**config.mk**
```make
export PLATFORM = sky130hd
export DESIGN_NAME = adc_capture_seq
export DESIGN_NICKNAME = d
export VERILOG_FILES = /design/src/rtl/adc_seq_pkg.sv /design/src/rtl/seq_timer.sv /design/src/rtl/frame_slot.sv /design/src/rtl/adc_capture_seq.sv
export SDC_FILE = /design/constraint.sdc
export NUM_CORES = 1
export LEC_CHECK = 0
export ABC_AREA = 0
export BUFFER_PORTS_ARGS = -buffer_cell sky130_fd_sc_hd__buf_4
export CORE_MARGIN = 1
export CORE_UTILIZATION = 43
export CTS_CLUSTER_DIAMETER = 40
export DETAILED_ROUTE_END_ITERATION = 12
export PLACE_DENSITY_LB_ADDON = 0.15
export SLEW_MARGIN = 20
export SYNTH_ARGS = -nofsm -noshare
export SYNTH_HDL_FRONTEND = slang
export SYNTH_SLANG_ARGS = --single-unit
```
**constraint.sdc**
```tcl
create_clock -name clk -period 6.6 [get_ports clk]
set_input_delay 1.32 -clock clk [delete_from_list [all_inputs] [get_ports clk]]
set_output_delay 1.32 -clock clk [all_outputs]
set_load 0.03 [all_outputs]
```
**src/rtl/adc_seq_pkg.sv**
```systemverilog
package adc_seq_pkg;

    typedef enum logic [3:0] {
        S_RST,
        S_SETTLE,
        S_IDLE,
        S_CONV,
        S_READ,
        S_PRESENT,
        S_ALIGN,
        S_TMO,
        S_STBY
    } seq_state_t;

    // Clamp the oversampling code to what the variant supports.
    function automatic logic [2:0] os_limit(input logic [2:0] code, input int nch);
        if (nch != 16 && code == 3'd7) begin
            return 3'd6;
        end
        return code;
    endfunction

endpackage

```
**src/rtl/seq_timer.sv**
```systemverilog
module seq_timer #(
    parameter int W    = 32,
    parameter int INIT = 0
) (
    input  logic         clk,
    input  logic         rst_n,
    input  logic         load,
    input  logic [W-1:0] load_val,
    output logic         expired
);
    logic [W-1:0] cnt_q;

    always_ff @(posedge clk or negedge rst_n) begin
        if (!rst_n) begin
            cnt_q <= W'(INIT);
        end else if (load) begin
            cnt_q <= load_val;
        end else if (cnt_q != '0) begin
            cnt_q <= cnt_q - 1'b1;
        end
    end

    assign expired = (cnt_q == '0);
endmodule

```
**src/rtl/frame_slot.sv**
```systemverilog
module frame_slot #(
    parameter int NUM_CH = 8,
    parameter int DATA_W = 16,
    localparam int CH_W  = $clog2(NUM_CH)
) (
    input  logic              clk,
    input  logic              rst_n,
    input  logic              clear,
    input  logic              capture,
    input  logic              advance,
    input  logic [DATA_W-1:0] din,
    output logic [DATA_W-1:0] dout,
    output logic [CH_W-1:0]   chan,
    output logic              at_last
);
    always_ff @(posedge clk or negedge rst_n) begin
        if (!rst_n) begin
            dout <= '0;
            chan <= '0;
        end else begin
            if (capture) begin
                dout <= din;
            end
            if (clear) begin
                chan <= '0;
            end else if (advance) begin
                chan <= chan + 1'b1;
            end
        end
    end

    assign at_last = (chan == CH_W'(NUM_CH - 1));
endmodule

```
**src/rtl/adc_capture_seq.sv**
```systemverilog
module adc_capture_seq
    import adc_seq_pkg::*;
#(
    parameter int NUM_CH     = 8,
    parameter int DATA_W     = 16,
    parameter int CLK_NS     = 8,
    parameter int RST_NS     = 100,
    parameter int SETTLE_US  = 15000,
    parameter int TIMEOUT_US = 1000000,
    parameter int RD_CYC     = 2,
    localparam int CH_W      = $clog2(NUM_CH)
) (
    input  logic              clk,
    input  logic              rst_n,
    input  logic              start,
    input  logic              cont_en,
    input  logic [2:0]        os_code,
    input  logic              range_sel,
    input  logic              standby_req,
    input  logic              adc_busy,
    input  logic              adc_first,
    input  logic [DATA_W-1:0] adc_data,
    output logic              adc_convst,
    output logic              adc_reset,
    output logic [2:0]        adc_os,
    output logic              adc_range,
    output logic              adc_stby_n,
    output logic              adc_rd,
    output logic              s_valid,
    input  logic              s_ready,
    output logic [DATA_W-1:0] s_data,
    output logic [CH_W-1:0]   s_chan,
    output logic              s_last,
    output logic              err_align,
    output logic              err_timeout
);
    localparam int TW         = 32;
    localparam int RST_CYC    = (RST_NS + CLK_NS - 1) / CLK_NS;
    localparam int SETTLE_CYC = (SETTLE_US * 1000) / CLK_NS;
    localparam int TMO_CYC    = (TIMEOUT_US * 1000) / CLK_NS;
    localparam bit WIDE_PART  = (NUM_CH == 16);

    seq_state_t state_q, state_d;
    logic       busy_q, range_q, cont_q;
    logic [2:0] os_q, os_want;
    logic       tmr_load, tmr_exp;
    logic [TW-1:0] tmr_val;
    logic       busy_fall, at_last, slot_capture, slot_advance, slot_clear;

    assign os_want   = os_limit(os_code, NUM_CH);
    assign busy_fall = busy_q && !adc_busy;

    seq_timer #(.W(TW), .INIT(RST_CYC - 1)) u_timer (
        .clk      (clk),
        .rst_n    (rst_n),
        .load     (tmr_load),
        .load_val (tmr_val),
        .expired  (tmr_exp)
    );

    frame_slot #(.NUM_CH(NUM_CH), .DATA_W(DATA_W)) u_slot (
        .clk     (clk),
        .rst_n   (rst_n),
        .clear   (slot_clear),
        .capture (slot_capture),
        .advance (slot_advance),
        .din     (adc_data),
        .dout    (s_data),
        .chan    (s_chan),
        .at_last (at_last)
    );

    // State register
    always_ff @(posedge clk or negedge rst_n) begin
        if (!rst_n) begin
            state_q <= S_RST;
        end else begin
            state_q <= state_d;
        end
    end

    // Stored settings and busy history
    always_ff @(posedge clk or negedge rst_n) begin
        if (!rst_n) begin
            busy_q  <= 1'b0;
            range_q <= 1'b0;
            os_q    <= 3'd0;
            cont_q  <= 1'b0;
        end else begin
            busy_q <= adc_busy;
            if (state_q == S_IDLE) begin
                range_q <= range_sel;
                if (!standby_req) begin
                    os_q <= os_want;
                end
                cont_q <= cont_en;
            end
        end
    end

    // Next state
    always_comb begin
        state_d = state_q;
        unique case (state_q)
            S_RST:     if (tmr_exp) state_d = WIDE_PART ? S_SETTLE : S_IDLE;
            S_SETTLE:  if (tmr_exp) state_d = S_IDLE;
            S_IDLE: begin
                if (standby_req) begin
                    state_d = S_STBY;
                end else if (os_want != os_q) begin
                    state_d = WIDE_PART ? S_RST : S_IDLE;
                end else if (start || cont_en) begin
                    state_d = S_CONV;
                end
            end
            S_CONV: begin
                if (busy_fall) begin
                    state_d = S_READ;
                end else if (cont_q && !cont_en) begin
                    state_d = S_IDLE;
                end else if (!cont_q && tmr_exp) begin
                    state_d = S_TMO;
                end
            end
            S_READ: begin
                if (tmr_exp) begin
                    state_d = (s_chan == '0 && !adc_first) ? S_ALIGN : S_PRESENT;
                end
            end
            S_PRESENT: if (s_ready) state_d = at_last ? S_IDLE : S_READ;
            S_ALIGN:   state_d = S_RST;
            S_TMO:     state_d = S_IDLE;
            S_STBY:    if (!standby_req) state_d = S_RST;
            default:   state_d = S_RST;
        endcase
    end

    // Timer load on every state change
    always_comb begin
        tmr_load = (state_d != state_q);
        unique case (state_d)
            S_RST:    tmr_val = TW'(RST_CYC - 1);
            S_SETTLE: tmr_val = TW'(SETTLE_CYC - 1);
            S_CONV:   tmr_val = TW'(TMO_CYC - 1);
            S_READ:   tmr_val = TW'(RD_CYC - 1);
            default:  tmr_val = '0;
        endcase
    end

    // Outputs
    always_comb begin
        adc_reset    = (state_q == S_RST);
        adc_convst   = (state_q == S_CONV);
        adc_rd       = (state_q == S_READ);
        adc_stby_n   = (state_q != S_STBY);
        adc_range    = (state_q == S_STBY) ? 1'b1 : range_q;
        adc_os       = os_q;
        s_valid      = (state_q == S_PRESENT);
        s_last       = s_valid && at_last;
        err_align    = (state_q == S_ALIGN);
        err_timeout  = (state_q == S_TMO);
        slot_clear   = (state_q == S_CONV);
        slot_capture = (state_q == S_READ) && tmr_exp;
        slot_advance = (state_q == S_PRESENT) && s_ready && !at_last;
    end

    // ---------------- assertions ----------------
    logic [TW-1:0] since_rst_q;
    always_ff @(posedge clk or negedge rst_n) begin
        if (!rst_n) begin
            since_rst_q <= '0;
        end else if (adc_reset) begin
            since_rst_q <= '0;
        end else if (since_rst_q < TW'(SETTLE_CYC)) begin
            since_rst_q <= since_rst_q + 1'b1;
        end
    end

    p_rd_no_convst_r2: assert property (@(posedge clk) disable iff (!rst_n)
        adc_rd |-> !adc_convst);

    p_hold_stall_r4: assert property (@(posedge clk) disable iff (!rst_n)
        (s_valid && !s_ready) |=> (s_valid && $stable(s_data) && $stable(s_chan)));

    p_idle_pins_stall_r4: assert property (@(posedge clk) disable iff (!rst_n)
        s_valid |-> (!adc_rd && !adc_convst));

    p_reset_after_fault_r5: assert property (@(posedge clk) disable iff (!rst_n)
        err_align |=> adc_reset);

    p_os_legal_r7: assert property (@(posedge clk) disable iff (!rst_n)
        (adc_os != 3'd7) || WIDE_PART);

    p_settle_kept_r8: assert property (@(posedge clk) disable iff (!rst_n)
        $rose(adc_convst) |-> (!WIDE_PART || since_rst_q >= TW'(SETTLE_CYC)));

    p_timeout_drop_r10: assert property (@(posedge clk) disable iff (!rst_n)
        err_timeout |=> (!adc_convst && !s_valid));

    p_stby_range_r12: assert property (@(posedge clk) disable iff (!rst_n)
        !adc_stby_n |-> adc_range);
endmodule

```
# --- Yosys cells after proc, flatten, opt, wreduce, memory -nomap -nowiden ---
# Cells that the tools add are included.
word_totals:
  register_bits: 61
  in_bits: 28
  wordCells: 72
classes:
  add_sub_neg: 2
  eq_ne: 16
  mux: 22
  bitwise_logic: 1
  reduce_logical: 23
ops:
  columns: ["op", "n"]
  rows:
  - ["$pmux 27 s4", 1]
  - ["$mux 32", 2]
  - ["$mux 4", 10]
  - ["$logic_not 32->1", 1]
  - ["$reduce_bool 32->1", 1]
  - ["$sub 32x1->32 const B", 1]
  - ["$pmux 4 s7", 1]
  - ["$eq 4x3->1 const B", 5]
  - ["$mux 3", 5]
  - ["$eq 4x2->1 const B", 3]
  - ["$eq 4x1->1 const B", 2]
  - ["$logic_and 1x1->1", 8]
  - ["$logic_not 4->1", 2]
  - ["$eq 3x3->1 const B", 2]
  - ["$logic_not 1->1", 5]
  - ["$eq 4x4->1 const B", 1]
  - ["$ne 4x4->1", 1]
  - ["$ne 4x4->1 const B", 1]
  - ["$reduce_bool 2->1", 2]
  - ["$add 3x1->3 const B", 1]
  - ["$logic_not 3->1", 1]
  - ["$ne 3x3->1", 1]
  - ["$mux 1", 2]
  - ["$mux 2", 1]
  - ["4 further kinds", 4]

# --- Logic depth before layout (Yosys ltp) ---
depth:
  word_depth: 10
  ltp_mapped: 10

# --- Hierarchy ---
# From an unflattened synthesis, not the netlist that was laid out.
hier_totals:
  hier_cells: 345
  area_unflattened_um2: 3533.4
by_module_without_submodules:
  columns: ["mod", "n_inst", "cells_each", "area_per_inst_um2", "seq_area_each_um2"]
  rows:
  - ["seq_timer", 1, 209, 1895.6, 803.3]
  - ["adc_capture_seq", 1, 91, 848.3, 250.2]
  - ["frame_slot", 1, 45, 789.5, 475.5]

# --- Worst setup path before layout ---
# Ideal clock, no wire load.
synth_path:
  kind: "register -> output"
  start: "register state_q[0]"
  end: "output adc_range"
  t_arrival_ps: 1812
  path_slack_ps: 3468
  path_stages_with_launch: 5
  path_cell_list: "dfrtp_1 -> buf_2 -> buf_1 -> or4b_2 -> nand2b_1"
synth_between:
  elab_chain_len: 2
synth_rtl:
  columns: ["item", "line_no", "source"]
  rows:
  - ["from (decl)", "adc_capture_seq.sv:43", "seq_state_t state_q, state_d;"]
  - ["from (signal assigned)", "adc_capture_seq.sv:78", "state_q <= state_d;"]
  - ["$eq 4x4->1", "adc_capture_seq.sv:156", "adc_range = (state_q == S_STBY) ? 1'b1 : range_q;"]
  - ["$mux 1", "adc_capture_seq.sv:156", null]
  - ["to (decl)", "adc_capture_seq.sv:26", "output logic adc_range,"]
# No other way between the ends.

# --- Worst setup path in the final report ---
layout_path:
  start: "register state_q[0]"
  end: "output adc_convst"
layout_between:
  elab_chain_len: 1
layout_rtl:
  columns: ["item", "line_no", "source"]
  rows:
  - ["$eq 4x2->1", "adc_capture_seq.sv:153", "adc_convst = (state_q == S_CONV);"]
  - ["to (decl)", "adc_capture_seq.sv:23", "output logic adc_convst,"]
# No other way between the ends.

==> metrics.txt <==
final clock skew roughly 10 ps; Crit Path Class flip-flop to output port; Yosys warnings 0; Rel. slew slack 48.1%; Switching Fraction roughly 39%; DR vias 2527; RSZ-0062 raised after global routing false; crit-path max FO 19; clk root buf clkbuf_8; Slew @ Worst Pin ~780 ps; final instance area about 4000 µm²; Post-synth EDFFs 0; ant diodes 0; Max Cap Violations 0; CTS max path bufs 2; Logic pwr share 39.6%; Layout Nets between 400 and 500; Worst-path clk slew 70 ps; area of the multi-input gates ~1700 µm²; htree depth 3; crit start category flip-flop; post-route ant nets 0; Register Area roughly 1500 µm²; fmax roughly 300 MHz; CTS resizes 0; Syn Nets about 350; Setup Viol. Count Final 0; Post-Syn Instances around 310; crit path capture type output port; final hold violations 0; Power Dens Cells ~410 nW/µm²; post-layout min period 3420 ps; initial DRC count 176; Seq/Total Area, Yosys 46.7%; Core Footprint 7290 µm²; vias in the first global route ~2400; CTS tree built; setup_tns 0 ps; hold path start range_q; beginning of the critical path state_q[0]; syn avg cell area between 10 and 15 µm²; first-pass GRT wire length between 10000 and 15000 µm; Routability Congestion between 0.7 and 0.8; synth-to-layout area growth 22.0%; Overflow after GRT 0; Worst path max stage delay 690 ps; placed instance area 3780 µm²; Die X a little under 90 µm; crit path DAT about 2100 ps; initial antenna violation count 0; # port buffers 58; status finished clean; internal power ~1000 µW; Critical R2R Launch u_timer.cnt_q[4]; DP HPWL 4740 µm; Seq cells post-synth a little over 60; post-CTS setup buffer count 0; Final period util 51.8%; largest net degree at the start of global routing 62; worst-path cell chain nand2_1, nor3_1, buf_4; Post-synth ARST share 100%; clk_lat worst skew 330 ps; worst hold path type flip-flop to flip-flop; DRT Pass-1 Iters 4; overall routing resource usage around a fifth; top_reg_cell synth dfrtp_1; Yosys cell types just over 60; hold-fix buffers at CTS 0; Clk pwr share 22.2%; DRC viols 0; via/cell ratio roughly 5.3; Pleak between 0.0015 and 0.002 µW; # rows 31; final core occ around 55%; post-DR wirelength/cell between 10 and 15 µm; Die Area ~8000 µm²; share of cells above drive strength 1 a little under a third; Die H slightly below 90 µm; fin. max-slew vios 0; Fillers about 690; Starting Density between 40% and 50%; Net Sw Power roughly 640 µW; Ports just under 60; Post-Route WL around 7000 µm; Post-Syn Area between 3000 and 4000 µm²; CTS Sinks 61; cts bufs inserted 9; Peak VDD IR approximately 0.17 mV; Data required, critical path ~5300 ps; Worst path slowest cell dfrtp_1; Seq pwr share 38.2%
-- kinds of logic after synthesis --
logic type	Yosys count	share of synthesized area [%]
xor+xnor	30	8.03
fa+ha+maj	5	1.91
flops	61	46.7
compound gates	49	9.75
buf+inv	20	2.79
simple gates	125	22.1
mux	22	8.64
-- per-stage QoR --
| stage | setup slack [ps] | hold slack (ps) | instances | total power (µW) |
|---|---|---|---|---|
| after floorplan | 3470 | 472 | 312 | 1090 |
| after global placement | 2990 | 489 | 458 | 1270 |
| after detailed placement | 2900 | 495 | 458 | 1280 |
| after CTS | 3200 | 511 | 473 | 1650 |
| after global routing | 2880 | 529 | 473 | 1750 |
| final | 3180 | 502 | 473 | 1640 |
-- sequential cells by signal, indices dropped and copies added, names as in the netlist --
signal         count
adc_os             3
busy_q             1
cont_q             1
range_q            1
state_q            4
u_slot.chan        3
u_slot.dout       16
u_timer.cnt_q     32
-- cell type report --
class,count,share of cell area [%]
Timing Repair Buffer,59,11.1
Multi-Input combinational cell,231,41.4
Tap cell,99,3.10
Sequential cell,61,38.3
Clock buffer,11,3.54
Inverter,8,0.752
Clock inverter,4,1.82
-- synthesized netlist by cell type (3+ instances only) --
library cell	number	area [µm²]
nor2_1	37	139
xor2_1	8	70.1
mux2_2	10	113
or4_1	4	30.0
or3_1	7	43.8
a21oi_1	16	80.1
dfrtp_1	59	1480
nand2b_1	6	37.5
o21ai_0	10	50.1
inv_1	8	30.0
buf_2	4	20.0
nor3b_1	4	30.0
nor2b_1	3	18.8
nand3_1	7	35.0
and3_1	3	18.8
ha_1	5	62.6
nor3_1	15	75.1
nand2_1	13	48.8
o21ai_1	5	25.0
mux2_4	10	150
nor4_1	6	37.5
nand4_2	3	37.5
clkbuf_1	4	15.0
xnor2_1	22	193
-- cells in the final DEF, fill, tap and decap left out, types with 3 or more instances in the layout --
cell      Yosys  layout
dfrtp_1      59      59
or3_1         7       7
nor3_1       15      15
mux2_2       10      10
nand2_1      13      13
nand3_1       7       7
o21ai_0      10      10
nand4_2       3       3
or4_1         4       4
a21oi_1      16      16
xor2_1        8       8
and3_1        3       3
nor3b_1       4       4
nor4_1        6       6
o21ai_1       5       5
nor2b_1       3       3
xnor2_1      22      22
mux2_4       10      10
nor2_1       37      37
clkbuf_8      0      10
nand2b_1      6       6
buf_4         1      59
ha_1          5       5
inv_1         8       8
-- critical path: cells and delay by family (launching register included) --
family / cells / cell delay, ps
simple gates: 2 / 790
buf+inv: 1 / 280
flops: 1 / 690
-- power by group through the flow --
stage	Combinational [µW]	Sequential (µW)	Clock (µW)
5_1_grt	710	647	389
3_3_place_gp	640	626	0
4_1_cts	653	626	372
6_report	651	627	365
3_5_place_dp	648	629	0
2_1_floorplan	447	641	0
-- final timing paths --
kind | end | cells after the start | slack, ps
min in group asynchronous | busy_q | 1 | 1060
worst max-delay path | adc_convst | 3 | 3180
max in group asynchronous | u_slot.dout[2] | 1 | 5020
worst min-delay path | range_q | 1 | 500
worst max register to register | u_timer.cnt_q[0] | 8 | 3210
worst min register to register | range_q | 1 | 500
-- routing by layer --
layer / vias up / track usage [%] / routed length (µm) / share of wire (%)
li1: 1226 / - / - / -
met1: 1229 / 28.3 / 3440 / 49
met2: 61 / 27.4 / 3050 / 44
met3: 11 / 4.16 / 344 / 4.9
met4: 0 / 8.66 / 129 / 1.9
met5: - / 0 / 0 / 0
Note: power is estimated with default switching activity, not from simulation.
